[src/rtl/lsb_pkg.sv]
package lsb_pkg;
   typedef enum logic {
      SRC_FP   = 1'b0,
      SRC_LOAD = 1'b1
   } src_kind_e;
endpackage

[src/rtl/lsb_entry.sv]
module lsb_entry
   import lsb_pkg::*;
#(
   parameter int CW = 4
) (
   input  logic          clk,
   input  logic          rst_n,
   input  logic          flush,
   input  logic          set_en,
   input  logic [CW-1:0] set_cnt,
   input  src_kind_e     set_kind,
   output logic [CW-1:0] cnt_o,
   output src_kind_e     kind_o
);
   logic [CW-1:0] cnt_q;
   src_kind_e     kind_q;

   always_ff @(posedge clk or negedge rst_n) begin
      if (!rst_n) begin
         cnt_q  <= '0;
         kind_q <= SRC_FP;
      end else if (flush) begin
         cnt_q  <= '0;
         kind_q <= SRC_FP;
      end else if (set_en) begin
         cnt_q  <= set_cnt;
         kind_q <= set_kind;
      end else if (cnt_q != '0) begin
         cnt_q  <= cnt_q - 1'b1;
      end
   end

   assign cnt_o  = cnt_q;
   assign kind_o = kind_q;
endmodule

[src/rtl/lsb_ldorder.sv]
module lsb_ldorder #(
   parameter int CW      = 4,
   parameter int LD_LAT  = 2,
   parameter int SGN_PEN = 1,
   parameter int MISS_S  = 7,
   parameter int MISS_L  = 9
) (
   input  logic          clk,
   input  logic          rst_n,
   input  logic          flush,
   input  logic          ld_valid,
   input  logic          ld_sn,
   input  logic          ld_miss,
   input  logic          ld_long,
   output logic [CW-1:0] ld_cnt,
   output logic [CW-1:0] last_o
);
   logic [CW-1:0] last_q;
   logic [CW-1:0] own;
   logic [CW-1:0] last_dec;
   logic [CW-1:0] chain;

   always_comb begin
      own = CW'(LD_LAT - 1);
      if (ld_sn)   own = own + CW'(SGN_PEN);
      if (ld_miss) own = own + (ld_long ? CW'(MISS_L) : CW'(MISS_S));
      last_dec = (last_q == '0) ? '0 : last_q - 1'b1;
      chain    = last_dec + 1'b1;
      ld_cnt   = (chain > own) ? chain : own;
   end

   always_ff @(posedge clk or negedge rst_n) begin
      if (!rst_n)          last_q <= '0;
      else if (flush)      last_q <= '0;
      else if (ld_valid)   last_q <= ld_cnt;
      else                 last_q <= last_dec;
   end

   assign last_o = last_q;
endmodule

[src/rtl/lsb_query.sv]
module lsb_query
   import lsb_pkg::*;
#(
   parameter int NREG = 32,
   parameter int CW   = 4,
   parameter int NQ   = 4,
   parameter int RW   = 5
) (
   input  logic [NREG-1:0][CW-1:0] cnt_all,
   input  src_kind_e               kind_all [NREG],
   input  logic [NQ*RW-1:0]        q_src,
   output logic [NQ-1:0]           rd_ready,
   output logic [NQ-1:0]           st_ready
);
   for (genvar i = 0; i < NQ; i++) begin : g_slot
      logic [RW-1:0] idx;
      logic          zero;
      assign idx         = q_src[i*RW +: RW];
      assign zero        = (cnt_all[idx] == '0);
      assign rd_ready[i] = zero;
      assign st_ready[i] = zero || (kind_all[idx] != SRC_LOAD);
   end
endmodule

[src/rtl/lat_scoreboard.sv]
module lat_scoreboard
   import lsb_pkg::*;
#(
   parameter int NREG    = 32,
   parameter int NQ      = 4,
   parameter int NFP     = 2,
   parameter int CW      = 4,
   parameter int LD_LAT  = 2,
   parameter int SGN_PEN = 1,
   parameter int MISS_S  = 7,
   parameter int MISS_L  = 9,
   parameter int FP_LAT  = 3,
   localparam int RW     = $clog2(NREG)
) (
   input  logic               clk,
   input  logic               rst_n,
   input  logic               flush,
   input  logic               ld_valid,
   input  logic [RW-1:0]      ld_dst,
   input  logic               ld_signed_narrow,
   input  logic               ld_miss,
   input  logic               ld_miss_long,
   input  logic [NFP-1:0]     fp_valid,
   input  logic [NFP*RW-1:0]  fp_dst,
   input  logic [NQ*RW-1:0]   q_src,
   output logic [NQ-1:0]      rd_ready,
   output logic [NQ-1:0]      st_ready
);
   localparam int MISS_MAX = (MISS_L > MISS_S) ? MISS_L : MISS_S;
   localparam int LD_MAX   = LD_LAT + SGN_PEN + MISS_MAX;
   localparam int CNT_MAX  = (1 << CW) - 1;

   if (NREG < 2 || (1 << RW) != NREG) begin : g_bad_nreg
      $error("NREG must be a power of two of at least 2");
   end
   if (LD_LAT < 1 || FP_LAT < 1) begin : g_bad_lat
      $error("latencies must be at least one cycle");
   end
   if (LD_MAX - 1 > CNT_MAX || FP_LAT - 1 > CNT_MAX) begin : g_bad_cw
      $error("CW too narrow for the longest latency");
   end
   if (NQ < 1 || NFP < 1) begin : g_bad_ports
      $error("need at least one query slot and one FP port");
   end

   logic [CW-1:0]           ld_cnt;
   logic [CW-1:0]           ld_last;
   logic [NREG-1:0][CW-1:0] cnt_all;
   src_kind_e               kind_all [NREG];

   lsb_ldorder #(
      .CW(CW), .LD_LAT(LD_LAT), .SGN_PEN(SGN_PEN),
      .MISS_S(MISS_S), .MISS_L(MISS_L)
   ) u_order (
      .clk      (clk),
      .rst_n    (rst_n),
      .flush    (flush),
      .ld_valid (ld_valid),
      .ld_sn    (ld_signed_narrow),
      .ld_miss  (ld_miss),
      .ld_long  (ld_miss_long),
      .ld_cnt   (ld_cnt),
      .last_o   (ld_last)
   );

   for (genvar r = 0; r < NREG; r++) begin : g_reg
      logic          set_en;
      logic [CW-1:0] set_cnt;
      src_kind_e     set_kind;

      // FP ports first (higher index last), then a load overrides
      always_comb begin
         set_en   = 1'b0;
         set_cnt  = '0;
         set_kind = SRC_FP;
         for (int k = 0; k < NFP; k++) begin
            if (fp_valid[k] && fp_dst[k*RW +: RW] == RW'(r)) begin
               set_en  = 1'b1;
               set_cnt = CW'(FP_LAT - 1);
            end
         end
         if (ld_valid && ld_dst == RW'(r)) begin
            set_en   = 1'b1;
            set_cnt  = ld_cnt;
            set_kind = SRC_LOAD;
         end
      end

      lsb_entry #(.CW(CW)) u_ent (
         .clk      (clk),
         .rst_n    (rst_n),
         .flush    (flush),
         .set_en   (set_en),
         .set_cnt  (set_cnt),
         .set_kind (set_kind),
         .cnt_o    (cnt_all[r]),
         .kind_o   (kind_all[r])
      );
   end

   lsb_query #(.NREG(NREG), .CW(CW), .NQ(NQ), .RW(RW)) u_query (
      .cnt_all  (cnt_all),
      .kind_all (kind_all),
      .q_src    (q_src),
      .rd_ready (rd_ready),
      .st_ready (st_ready)
   );
endmodule

[config.mk]
export PLATFORM = sky130hd
export DESIGN_NAME = lat_scoreboard
export DESIGN_NICKNAME = d
export VERILOG_FILES = /design/src/rtl/lsb_pkg.sv /design/src/rtl/lsb_entry.sv /design/src/rtl/lsb_ldorder.sv /design/src/rtl/lsb_query.sv /design/src/rtl/lat_scoreboard.sv
export SDC_FILE = /design/constraint.sdc
export NUM_CORES = 1
export LEC_CHECK = 0
export ABC_AREA = 1
export BUFFER_PORTS_ARGS = -buffer_cell sky130_fd_sc_hd__buf_2
export CORE_AREA = 2 2 149 151
export DETAILED_ROUTE_END_ITERATION = 12
export DIE_AREA = 0 0 151 153
export PLACE_DENSITY_LB_ADDON = 0.05
export RECOVER_POWER = 25
export SLEW_MARGIN = 20
export SYNTH_ARGS = -nofsm -noshare
export SYNTH_HDL_FRONTEND = slang
export SYNTH_SLANG_ARGS = --single-unit
[constraint.sdc]
create_clock -name clk -period 4.29 [get_ports clk]
set_clock_uncertainty 0.05 [all_clocks]
set_input_delay 0.858 -clock clk [delete_from_list [all_inputs] [get_ports clk]]
set_output_delay 0.858 -clock clk [all_outputs]
set_load 0.01 [all_outputs]
==> results of run 1 <==
## worst max-delay path: stages
cell and delay [ps]:
buf_2 110, inv_1 700, nand3_1 170, nand2_1 90, nand2_1 50, nand2_1 50, nand3_1 120, nand3_1 100
nand3_1 90, nand3_1 150, buf_2 150
## where the power goes
group / internal (mW) / switching, mW / total (mW)
registers: 2.10 / 0.483 / 2.58
clock network: 0.798 / 0.808 / 1.61
logic: 1.79 / 3.90 / 5.69
## area by class of cell
type,count,area (um^2)
multi-input combinational,1690,8210
fill,1973,6760
sequential,164,4100
inverter,270,1020
timing repair buffer,73,445
clock buffer,18,439
tap,280,350
clock inverter,14,156
antenna,1,2.50
## synth_stat cells, drive strengths merged
| library cell | number | share of area |
|---|---|---|
| dfrtp | 164 | 0.30 |
| o31ai | 12 | 0.0066 |
| nand4 | 43 | 0.020 |
| clkinv | 2 | 0.00055 |
| nor4 | 4 | 0.0018 |
| nor2 | 188 | 0.060 |
| xnor2 | 7 | 0.0058 |
| nand2 | 656 | 0.18 |
| inv | 268 | 0.074 |
| o211ai | 12 | 0.0066 |
| a31oi | 4 | 0.0018 |
| a21boi | 1 | 0.00055 |
| ha | 37 | 0.034 |
| nor3 | 17 | 0.0066 |
| clkbuf | 45 | 0.012 |
| o21a | 21 | 0.012 |
| and3 | 1 | 0.00046 |
| o21ai | 145 | 0.053 |
| nand3 | 323 | 0.12 |
| a21oi | 179 | 0.065 |
| conb | 1 | 0.00027 |
| buf | 39 | 0.015 |
| o22ai | 9 | 0.0041 |
| xor2 | 19 | 0.012 |
| and2 | 2 | 0.00091 |
| or2 | 8 | 0.0037 |
| o21bai | 1 | 0.00055 |
## stage by stage
stage               hold WS [ps]  worst slack, ps   util
floorplan                    392             1370      -
global placement             413              831  0.658
detailed placement           424              833  0.658
CTS                          445              826  0.686
global route                 472              561  0.685
finish                       440              726  0.685
## state kept, by name, summed over array words and instances (netlist names)
| name | count |
|---|---|
| g.u_ent.cnt_o | 128 |
| g.u_ent.kind_o | 32 |
| u_order.last_o | 4 |
## worst max path at each step
stage	startpoint	slack [ps]	endpoint	depth (start not counted)
floorplan	u_order.last_o[1]	1370	g_reg[6].u_ent.cnt_o[3]	19
global placement	q_src[11]	830	st_ready[2]	11
detailed placement	q_src[11]	830	st_ready[2]	11
CTS	q_src[11]	830	st_ready[2]	11
global route	u_order.last_o[0]	560	g_reg[4].u_ent.cnt_o[0]	19
finish	q_src[11]	730	st_ready[2]	11
## kinds of logic after synthesis
| group | share of synthesized area |
|---|---|
| buf+inv | 0.101 |
| other cells | 0.000274 |
| xor+xnor | 0.0180 |
| fa+ha+maj | 0.0338 |
| simple gates | 0.397 |
| compound gates | 0.150 |
| flops | 0.300 |
## layer usage
metal  global-route usage  part of all wire  vias to the layer above
met5                    0                 0                        -
met4                0.263             0.071                        0
met3               0.0901              0.14                      284
met2                0.668              0.42                     1245
met1                0.610              0.37                     7187
li1                     -                 -                     7260
==> flow_summary.yaml, run 1 <==
power_and_ir_drop:
  pwr_density_cell_nw_per_um2: 670
  p_leak_nw: 7.67
  p_total_mw: 9.87
  peakVddDrop_uv: 1140
die:
  dieArea_um2: 23100
  die_x_um: 151
  initial_utilization: 0.637
  core_um2: 21500
  dieHeight_um: 153
  num_rows: 54
  ios: 52
min_path:
  hp-class: "reg -> reg"
  whs_endpoint: "g_reg[16].u_ent.cnt_o[0]"
  hold_depth: 2
  min_from: "g_reg[16].u_ent.cnt_o[0]"
timing:
  setup_tns_ps: 0
  finalSetupViolCount: 0
  fmax_mhz: 281
  worstMarginPinSlew_ps: 2480
  timing.final.crit_share: 0.831
  slew_headroom: -0.656
  finalHoldViolCount: 0
  drv_slew: 92
  rsz0062_at_grt: "no"
  timing.final.crit_period_ps: 3560
clock_tree:
  cts_sinks: 164
  hold_buffers: 0
  cts_setup_buffers: 0
  numCtsBuffers: 17
  cts_resized: 0
  root_buffer: "clkbuf_16"
  clk_path_buf_depth: 2
  clock_latency_ps: 450
  path_clk_slew_ps: 80
  cts_tree: "done"
  cts_max_level: 4
layout:
  fin_area_um2: 14700
  final_cell_mix: "649 x nand2_1, 312 x nand3_1, 239 x inv_1, 179 x a21oi_1"
  area_delta_synth_final_pct: 7.51
  drive_above_1_share: 0.0834
  fin_nets: 2297
  layout_commonest_cell: "nand2_1"
  stdcell_count: 2510
logic_synthesis:
  ys_types: 41
  synth_area_per_cell_um2: 6.20
  synth_area_um2: 13700
  seq_area_frac_synth: 0.300
  synth-seq-cells: 164
  syn_inst: 2208
  synthesis.nets: 2289
  yosys_warnings: 0
global_route:
  grt_start_max_net_pins: 93
  grt_pass1_vias: 14700
  grt_pass1_wl_mm: 80.0
  grt_usage: 0.451
  overflow: 0
  grt_antenna_before_repair: 1
critical_path:
  rr_endpoint: "g_reg[29].u_ent.cnt_o[0]"
  cp.arrival_ps: 2660
  critPathRequiredTime_ps: 3380
  rr_startpoint: "u_order.last_o[0]"
  reg2reg_depth: 19
  endpoint_kind: "output port"
  r2r_slack_ps: 900
  crit_fanout: 23
  cp-start-kind: "input pin"
  path_class: "in -> out"
placement:
  place_congestion: 1.03
  placed_area_um2: 14100
  port_buffers: 51
  hpwl_mm: 36.0
  place_inst: 2477
run_status:
  outcome: "complete, but fails checks"
  violations: "max-capacitance violations, max-slew violations"
drt:
  first_pass_iters: 6
  drt_iter0_markers: 2293
  vias: 16000
  routedWlPerCell_um: 20.6
  drc_errors: 0
  postRouteWirelength_mm: 51.6
  avgViaCountPerCell: 6.36
  antenna_left: 0
flow_run:
  drv_cap: 1
Power figures use the tool's default switching activity.
==> run 2: changes to the inputs <==
CORE_AREA = 2 2 157 159   (was 2 2 149 151)
DIE_AREA = 0 0 159 161   (was 0 0 151 153)
clock period = 3 ns   (was 4.29 ns; I/O delays follow)
==> flow_summary.yaml, run 2 (synthesis gave the netlist of run 1 again) <==
run_status:
  outcome: "completed"
clock_tree:
  path_clk_slew_ps: 80
  cts_max_level: 4
  cts_tree: "done"
  numCtsBuffers: 17
  root_buffer: "clkbuf_16"
  clock_latency_ps: 450
  clk_path_buf_depth: 2
  cts_sinks: 164
  hold_buffers: 0
die:
  dieHeight_um: 161
  initial_utilization: 0.572
  die_x_um: 159
  core_um2: 24000
  dieArea_um2: 25600
  ios: 52
  num_rows: 57
drt:
  drt_iter0_markers: 2344
  routedWlPerCell_um: 20.9
  postRouteWirelength_mm: 54.0
  vias: 16000
  antenna_left: 0
  first_pass_iters: 7
  drc_errors: 0
  avgViaCountPerCell: 6.19
global_route:
  grt_start_max_net_pins: 55
  use_met2: 0.656
  grt_pass1_wl_mm: 83.1
  grt_pass1_vias: 15000
  grt_antenna_before_repair: 0
  use_met3: 0.0919
  top_usage_layer: "met2"
  grt_usage: 0.418
  met1_usage: 0.542
  overflow: 0
timing:
  worstMarginPinSlew_ps: 1500
  fmax_mhz: 342
  slew_headroom: 0.00295
  finalSetupViolCount: 0
  setup_tns_ps: 0
  drv_slew: 0
  setup_ws_ps: 74.8
  timing.final.crit_share: 0.975
  finalHoldViolCount: 0
  timing.final.crit_period_ps: 2930
min_path:
  min_from: "ld_valid"
  hp-class: "in -> reg"
  whs_endpoint: "u_order.last_o[2]"
  hold_depth: 2
critical_path:
  rr_startpoint: "u_order.last_o[0]"
  rr_endpoint: "g_reg[16].u_ent.cnt_o[0]"
  path_cells: "nor2_1, nand2_1, nand2_1, nand2_1, nand2_1, nand3_1, nand3_1, nand3_1, nand3_1, buf_2"
  slowest_delay_ps: 440
  path_class: "reg -> out"
  critPathRequiredTime_ps: 2350
  r2r_slack_ps: 130
  endpoint_kind: "output port"
  crit_slowest_cell: "dfrtp_1"
  crit_family: "simple AND/OR/NAND/NOR gates"
  cp.arrival_ps: 2280
  cp-start-kind: "register"
  crit_fanout: 4
  worst-path-buf-inv: 1
  reg2reg_depth: 19
layout:
  layout_commonest_cell: "nand2_1"
  stdcell_count: 2588
  drive_above_1_share: 0.104
  nFillCells: 2324
  final_cell_mix: "645 x nand2_1, 312 x nand3_1, 238 x inv_1, 178 x a21oi_1, 163 x dfrtp_1"
  fin_area_um2: 15300
  area_delta_synth_final_pct: 11.7
  largest_reg_flops: 128
  fin_nets: 2332
  n_antenna_cell: 0
placement:
  port_buffers: 51
  hpwl_mm: 38.3
  placed_area_um2: 14600
  place_inst: 2550
  place_ws_ps: 28.1
  place_congestion: 1.04
flow_run:
  drv_cap: 0
power_and_ir_drop:
  p_leak_nw: 7.94
  pwr_density_cell_nw_per_um2: 962
  peakVddDrop_uv: 1430
==> run 2: layout make-up <==
cell class	count	area, um^2	share of cell area
repair buffers	108	915	0.0598
clock buffers	19	443	0.0290
clock inverters	13	139	0.00908
flip-flops and latches	164	4110	0.268
inverters	270	1020	0.0666
multi-input cells	1690	8270	0.541
well taps	324	405	0.0265
==> run 2: per-layer routing <==
metal / share of wire / vias up / routed length [um]
met2: 0.43 / 1075 / 23400
met5: 0 / - / 0
met4: 0.065 / 0 / 3490
li1: - / 7321 / -
met3: 0.12 / 239 / 6430
met1: 0.38 / 7390 / 20800
==> run 2: power breakdown <==
part	total [mW]	internal [mW]	leakage (nW)	switching [mW]
logic	8.69	3.00	5.49	5.69
registers	3.71	3.00	2.16	0.707
clock network	2.31	1.20	0.283	1.12
==> run 2: how the worst max path moves through the flow <==
stage | from | endpoint | cells past startpoint
after global placement | u_order.last_o[0] | g_reg[3].u_ent.cnt_o[3] | 18
final | g_reg[5].u_ent.cnt_o[0] | st_ready[2] | 10
after CTS | u_order.last_o[0] | g_reg[1].u_ent.cnt_o[3] | 18
after detailed placement | u_order.last_o[0] | g_reg[3].u_ent.cnt_o[3] | 18
after floorplan | u_order.last_o[1] | g_reg[6].u_ent.cnt_o[3] | 19
after global routing | u_order.last_o[0] | g_reg[27].u_ent.cnt_o[0] | 19
==> run 2: metrics by stage <==
stage	hold slack (ps)	utilization	power, mW
6_report	388	0.638	14.7
3_3_place_gp	414	0.607	11.5
2_1_floorplan	254	-	9.11
3_5_place_dp	416	0.607	11.7
5_1_grt	399	0.638	15.8
4_1_cts	77.0	0.632	14.0
==> run 2: repair_timing <==
item | in CTS | in global routing
endpoints found under the setup margin | 0 | 140
resized for setup | 0 | 30
buffers inserted | 0 | 4
